===== config.mk =====
export PLATFORM = sky130hd
export DESIGN_NAME = partial_load_merge
export DESIGN_NICKNAME = d
export VERILOG_FILES = /design/src/rtl/plm_pkg.sv /design/src/rtl/plm_seq.sv /design/src/rtl/plm_align.sv /design/src/rtl/plm_merge.sv /design/src/rtl/partial_load_merge.sv
export SDC_FILE = /design/constraint.sdc
export NUM_CORES = 1
export LEC_CHECK = 0
export BUFFER_PORTS_ARGS = -buffer_cell sky130_fd_sc_hd__buf_2
export CAP_MARGIN = 20
export CORE_UTILIZATION = 45
export DETAILED_ROUTE_END_ITERATION = 8
export PLACE_DENSITY_LB_ADDON = 0.15
export SLEW_MARGIN = 20
export SYNTH_ARGS = -nofsm -noshare
export SYNTH_HDL_FRONTEND = slang
export SYNTH_SLANG_ARGS = --single-unit

===== constraint.sdc =====
create_clock -name clk -period 2.85 [get_ports clk]
set_input_delay 0.1425 -clock clk [delete_from_list [all_inputs] [get_ports clk]]
set_output_delay 0.1425 -clock clk [all_outputs]
set_load 0.005 [all_outputs]

===== src/rtl/plm_pkg.sv =====
package plm_pkg;
  localparam int DW = 64;
  localparam int WW = 32;

  typedef enum logic [1:0] {
    OP_WL = 2'b00,
    OP_WR = 2'b01,
    OP_DL = 2'b10,
    OP_DR = 2'b11
  } ldop_e;

  // corrected byte offset times eight
  function automatic logic [5:0] shift_of(ldop_e op, logic [2:0] lo, logic big);
    logic [2:0] off;
    logic       inv;
    off = op[1] ? lo : {1'b0, lo[1:0]};
    inv = op[0] ? big : !big;
    if (inv) off = off ^ (op[1] ? 3'd7 : 3'd3);
    return {off, 3'b000};
  endfunction

  // bits of the old register that survive; pre-shifted constants avoid a full-width shift
  function automatic logic [DW-1:0] keep_mask(ldop_e op, logic [5:0] sh);
    logic [WW-1:0] w;
    case (op)
      OP_WL: begin
        w = 32'h7FFF_FFFF >> (sh[4:0] ^ 5'd31);
        return {32'h0, w};
      end
      OP_WR: begin
        w = 32'hFFFF_FFFE << (sh[4:0] ^ 5'd31);
        return {32'hFFFF_FFFF, w};
      end
      OP_DL:   return 64'h7FFF_FFFF_FFFF_FFFF >> (sh ^ 6'd63);
      default: return 64'hFFFF_FFFF_FFFF_FFFE << (sh ^ 6'd63);
    endcase
  endfunction

  function automatic logic [DW-1:0] place(ldop_e op, logic [DW-1:0] d, logic [5:0] sh);
    logic [WW-1:0] w;
    case (op)
      OP_WL: begin
        w = d[WW-1:0] << sh[4:0];
        return {32'h0, w};
      end
      OP_WR: begin
        w = d[WW-1:0] >> sh[4:0];
        return {32'h0, w} | {d[DW-1:WW] & 32'h0, 32'h0};
      end
      OP_DL:   return d << sh;
      default: return d >> sh;
    endcase
  endfunction

  function automatic logic [DW-1:0] combine(ldop_e op, logic [DW-1:0] placed,
                                            logic [DW-1:0] old, logic [DW-1:0] keep);
    logic [DW-1:0] r;
    r = placed | (old & keep);
    if (op == OP_WL) r[DW-1:WW] = {WW{r[WW-1]}};
    return r;
  endfunction
endpackage


===== src/rtl/plm_seq.sv =====
module plm_seq (
  input  logic clk,
  input  logic rst_n,
  input  logic req_valid,
  input  logic rsp_valid,
  output logic idle,
  output logic accept,
  output logic issue,
  output logic capture
);
  typedef enum logic [1:0] {S_IDLE, S_ISSUE, S_WAIT} st_e;
  st_e st;

  assign idle    = (st == S_IDLE);
  assign accept  = idle && req_valid;
  assign issue   = (st == S_ISSUE);
  assign capture = (st == S_WAIT) && rsp_valid;

  always_ff @(posedge clk) begin
    if (!rst_n) st <= S_IDLE;
    else begin
      case (st)
        S_IDLE:  if (req_valid) st <= S_ISSUE;
        S_ISSUE: st <= S_WAIT;
        S_WAIT:  if (rsp_valid) st <= S_IDLE;
        default: st <= S_IDLE;
      endcase
    end
  end


  issue_after_accept_chk: assert property (@(posedge clk) disable iff (!rst_n)
    accept |=> issue);

  single_issue_chk: assert property (@(posedge clk) disable iff (!rst_n)
    issue |=> !issue);

  ready_after_capture_chk: assert property (@(posedge clk) disable iff (!rst_n)
    capture |=> idle);
endmodule


===== src/rtl/plm_align.sv =====
module plm_align
  import plm_pkg::*;
#(
  parameter int ADDR_W  = 32,
  parameter bit BIG_END = 1'b0
) (
  input  ldop_e              op,
  input  logic [ADDR_W-1:0]  addr,
  output logic [ADDR_W-1:0]  aligned,
  output logic [5:0]         shamt
);
  logic dword;
  assign dword   = op[1];
  assign aligned = {addr[ADDR_W-1:3], dword ? 1'b0 : addr[2], 2'b00};
  assign shamt   = shift_of(op, addr[2:0], BIG_END);
endmodule


===== src/rtl/plm_merge.sv =====
module plm_merge
  import plm_pkg::*;
(
  input  ldop_e          op,
  input  logic [5:0]     shamt,
  input  logic [DW-1:0]  rdata,
  input  logic [DW-1:0]  old,
  output logic [DW-1:0]  result
);
  logic [DW-1:0] keep;
  logic [DW-1:0] placed;
  assign keep   = keep_mask(op, shamt);
  assign placed = place(op, rdata, shamt);
  assign result = combine(op, placed, old, keep);

  always_comb begin

    zero_shift_mask_chk: assert ((shamt != 6'd0) || op[0] || (keep[WW-1:0] == '0));
  end
endmodule


===== src/rtl/partial_load_merge.sv =====
module partial_load_merge
  import plm_pkg::*;
#(
  parameter int ADDR_W  = 32,
  parameter bit BIG_END = 1'b0
) (
  input  logic              clk,
  input  logic              rst_n,
  input  logic              req_valid,
  input  logic [1:0]        req_op,
  input  logic [ADDR_W-1:0] req_addr,
  input  logic [63:0]       req_old,
  output logic              req_ready,
  output logic              mem_req,
  output logic [ADDR_W-1:0] mem_addr,
  output logic              mem_dword,
  input  logic              mem_rsp_valid,
  input  logic [63:0]       mem_rsp_data,
  output logic              res_valid,
  output logic [63:0]       res_data
);
  ldop_e             op_q;
  logic [ADDR_W-1:0] addr_q;
  logic [DW-1:0]     old_q;
  logic              accept, issue, capture, idle;
  logic [5:0]        shamt;
  logic [DW-1:0]     merged;

  plm_seq u_seq (
    .clk(clk), .rst_n(rst_n), .req_valid(req_valid), .rsp_valid(mem_rsp_valid),
    .idle(idle), .accept(accept), .issue(issue), .capture(capture)
  );

  plm_align #(.ADDR_W(ADDR_W), .BIG_END(BIG_END)) u_align (
    .op(op_q), .addr(addr_q), .aligned(mem_addr), .shamt(shamt)
  );

  plm_merge u_merge (
    .op(op_q), .shamt(shamt), .rdata(mem_rsp_data), .old(old_q), .result(merged)
  );

  assign req_ready = idle;
  assign mem_req   = issue;
  assign mem_dword = op_q[1];

  always_ff @(posedge clk) begin
    if (!rst_n) begin
      op_q   <= OP_WL;
      addr_q <= '0;
      old_q  <= '0;
    end else if (accept) begin
      op_q   <= ldop_e'(req_op);
      addr_q <= req_addr;
      old_q  <= req_old;
    end
  end

  always_ff @(posedge clk) begin
    if (!rst_n) begin
      res_valid <= 1'b0;
      res_data  <= '0;
    end else begin
      res_valid <= capture;
      if (capture) res_data <= merged;
    end
  end


  res_pulse_chk: assert property (@(posedge clk) disable iff (!rst_n)
    res_valid |=> !res_valid);

  busy_ignore_chk: assert property (@(posedge clk) disable iff (!rst_n)
    (req_valid && !req_ready) |=> ($stable(addr_q) && $stable(old_q)));

  aligned_addr_chk: assert property (@(posedge clk) disable iff (!rst_n)
    mem_req |-> (mem_addr[1:0] == 2'b00 && (!mem_dword || !mem_addr[2])));

  word_left_sext_chk: assert property (@(posedge clk) disable iff (!rst_n)
    (capture && op_q == OP_WL) |=> (res_data[63:32] == {32{res_data[31]}}));

  word_right_upper_chk: assert property (@(posedge clk) disable iff (!rst_n)
    (capture && op_q == OP_WR) |=> (res_data[63:32] == old_q[63:32]));

  full_dword_chk: assert property (@(posedge clk) disable iff (!rst_n)
    (capture && op_q[1] && shamt == 6'd0) |=> (res_data == $past(mem_rsp_data)));
endmodule


==> flow_metrics.tcl <==
set metrics [dict create \
    min_period_over_period 0.989 \
    die_w_um 164 \
    hold_path.class "in -> reg" \
    cts_made_buffers 17 \
    num_rows 58 \
    via_count 13784 \
    min_from "mem_rsp_data[40]" \
    worst_pin_slew_ps 1080 \
    antenna_cells 0 \
    synthCells 1535 \
    p_leak_uw 0.00607 \
    clk-insertion-delay-late_ps 450 \
    area_growth_pct 26.6 \
    critPathLaunch "addr_q[0]$_SDFFE_PN0P_" \
    ys.flop_type "dfxtp_1" \
    syn_area_per_cell_sq_um 7.66 \
    hold_viol 0 \
    gr-usage-met2 0.655 \
    skew_ps 16.4 \
    grt_usage 0.423 \
    grt_pass1_wl_mm 83.8 \
    dp_slack_ps -38.4 \
    layout_setup_ws_ps 31.1 \
    clk_pin_slew_ps 80 \
    htreeDepth 4 \
    ys_seq_area_frac 0.281 \
    multiInputGateArea_sq_mm 0.00747 \
    cp-end-kind "flop" \
    clkSinkCount 165 \
    required_ps 3160 \
    grtUsageMet1 0.541 \
    placedInstanceArea_sq_mm 0.0133 \
    fin_nets 1982 \
    fillCellCount 2360 \
    root_buffer "clkbuf_16" \
    report.power.total_uw 7270 \
    instances_no_fill 2157 \
    grt_max_degree 105 \
    start_util 0.463 \
    drt-total-wl_mm 56.7 \
    r2r_cells 7 \
    die-area_sq_mm 0.0268 \
    status "finished clean" \
    worstPathArrival_ps 3130 \
    drt_first_pass_iters 6 \
    die_h_um 164 \
    grt_pass1_vias 13336 \
    io_buffers 263 \
    setup_viol 0 \
    synth_edf_count 0 \
    dp.cells 2026 \
    cts_tree "done" \
    wl_per_cell_um 26.3 \
    drv_cap 0 \
    grt_overflow 0 \
    startpoint_type "flop" \
    cellPowerDensity_mw_per_mm2 488 \
    ios 266 \
    ir_worst_vdd_mv 0.344 \
    globalplace.congestion 1.05 \
    hold_depth 5 \
    drc 0 \
    fin_area_sq_mm 0.0149 \
    dr.first_iter.drc_count 1696 \
    ant_nets 0 \
    worstReg2RegStart "addr_q[0]$_SDFFE_PN0P_" \
    syn_area_sq_mm 0.0118 \
    crit_type "reg -> reg" \
    drv_slew 0 \
    final-seq-area_sq_mm 0.00331 \
    synth.distinct_cells 82 \
    dpl.hpwl_mm 40.4 \
    gr-usage-met3 0.0937 \
    clock_path_buffers 2 \
    fmax_mhz 355 \
    min_period_ps 2820 \
    async_flop_share 0 \
    slew_headroom 0.280 \
    ys_seq_elements 165 \
    core_area_sq_mm 0.0254 \
    gr-max-usage-layer "met2" \
    antenna_found_initial 0 \
    worstPathMaxFanout 30 \
    yosys_warnings 0 \
    rsz0062_at_grt "no" \
    drive_above_1_share 0.245 \
    viasPerCell 6.39 \
]
==> cell usage in the layout, fill, tap and decap left out, types with 21 or more instances in the layout <==
cell type | Yosys | routed
dlygate4sd3_1 | 0 | 99
a31oi_1 | 29 | 29
dfxtp_1 | 165 | 162
buf_2 | 31 | 263
buf_4 | 45 | 69
o22ai_1 | 32 | 32
nand2_1 | 342 | 341
mux2_2 | 21 | 21
o21ai_0 | 96 | 96
mux2i_1 | 110 | 110
nor2_1 | 38 | 38
a211oi_1 | 26 | 26
nand3_1 | 24 | 24
a21oi_1 | 158 | 157
a221oi_1 | 35 | 35
==> final timing paths <==
path	slack, ps	endpoint
setup / recovery	30	res_data[46]$_SDFFE_PN0P_
hold / removal	170	res_data[48]$_SDFFE_PN0P_
setup reg to reg	30	res_data[46]$_SDFFE_PN0P_
hold reg to reg	450	addr_q[12]$_SDFFE_PN0P_
==> critical path, cell delays in order, from the launching register on <==
cell	delay [ps]
dfxtp_2	490
buf_4	460
nor3b_1	160
or2_2	490
a222oi_1	310
buf_4	180
a2bb2oi_1	440
a31oi_1	150
==> metrics by stage <==
step | hold slack (ps) | setup TNS (ps) | utilization
floorplan | 278 | 0 | -
global placement | 381 | -78.5 | 0.524
detailed placement | 386 | -38.4 | 0.524
finish | 172 | 0 | 0.586
CTS | 159 | 0 | 0.586
global route | 210 | 0 | 0.586
==> synthesized netlist by cell type (4+ instances only) <==
| cell type | count | share of area |
|---|---|---|
| a211oi_1 | 26 | 0.017 |
| a21boi_0 | 5 | 0.0032 |
| a21o_1 | 9 | 0.0057 |
| a21oi_1 | 158 | 0.067 |
| a221oi_1 | 35 | 0.026 |
| a22o_1 | 5 | 0.0037 |
| a22oi_1 | 5 | 0.0032 |
| a2bb2oi_1 | 4 | 0.0030 |
| a311oi_1 | 4 | 0.0030 |
| a31oi_1 | 29 | 0.015 |
| and2_1 | 6 | 0.0032 |
| and3_1 | 6 | 0.0032 |
| buf_1 | 4 | 0.0013 |
| buf_2 | 31 | 0.013 |
| buf_4 | 45 | 0.029 |
| buf_6 | 8 | 0.0077 |
| clkbuf_1 | 88 | 0.028 |
| clkbuf_2 | 4 | 0.0017 |
| dfxtp_1 | 165 | 0.28 |
| inv_1 | 15 | 0.0048 |
| mux2_2 | 21 | 0.020 |
| mux2i_1 | 110 | 0.094 |
| mux4_2 | 15 | 0.029 |
| nand2_1 | 342 | 0.11 |
| nand2b_1 | 13 | 0.0069 |
| nand3_1 | 24 | 0.010 |
| nand3b_1 | 9 | 0.0057 |
| nand4b_1 | 8 | 0.0060 |
| nor2_1 | 38 | 0.012 |
| nor2b_1 | 11 | 0.0059 |
| nor3_1 | 11 | 0.0047 |
| o2111ai_1 | 8 | 0.0060 |
| o211ai_1 | 17 | 0.011 |
| o211ai_2 | 5 | 0.0053 |
| o21ai_0 | 96 | 0.041 |
| o21ai_1 | 6 | 0.0026 |
| o221ai_1 | 15 | 0.011 |
| o22ai_1 | 32 | 0.017 |
| o22ai_2 | 6 | 0.0064 |
| o2bb2ai_1 | 16 | 0.012 |
| o31ai_1 | 7 | 0.0045 |
| o32ai_1 | 4 | 0.0030 |
| or3_1 | 8 | 0.0043 |
==> flip-flops by register name, summed over array words and instances (netlist names) <==
signal	count
old_q	64
res_data	64
addr_q	32
op_q	2
u_seq.st	2
res_valid	1
==> power breakdown <==
group          total (uW)  switching (uW)  internal [uW]
Combinational        2300            1420            879
Sequential           2520            92.6           2430
Clock                2440            1140           1300
==> cells by family after synthesis <==
family                 Yosys count  synth area share
flip-flops                     165             0.281
other                            1          0.000319
AND/OR/NAND/NOR                495             0.185
multiplexers                   147             0.143
buffers and inverters          199            0.0886
AO/OA/AOI/OAI                  522             0.293
XOR/XNOR                         6           0.00830
==> repair_timing <==
| item | CTS | global route |
|---|---|---|
| resized for setup | 0 | 1 |
| pin swaps | 1 | 0 |
| hold buffers | 99 | 0 |
| endpoints found under the setup margin | 1 | 1 |
| endpoints found under the hold margin | 99 | 0 |
| setup buffers | 2 | 0 |
==> area by class of cell <==
| cell class | instances | share of cell area |
|---|---|---|
| Multi-Input combinational cell | 1172 | 0.501 |
| Sequential cell | 165 | 0.222 |
| Timing Repair Buffer | 443 | 0.206 |
| Clock buffer | 17 | 0.0286 |
| Tap cell | 330 | 0.0277 |
| Clock inverter | 13 | 0.0101 |
| Inverter | 17 | 0.00437 |
==> routing by layer <==
layer	routed length, um	vias to the layer above
li1	-	6148
met1	22400	6555
met2	25200	909
met3	5850	172
met4	3270	0
met5	0	-
No activity file was read; power rests on OpenSTA's default activity.
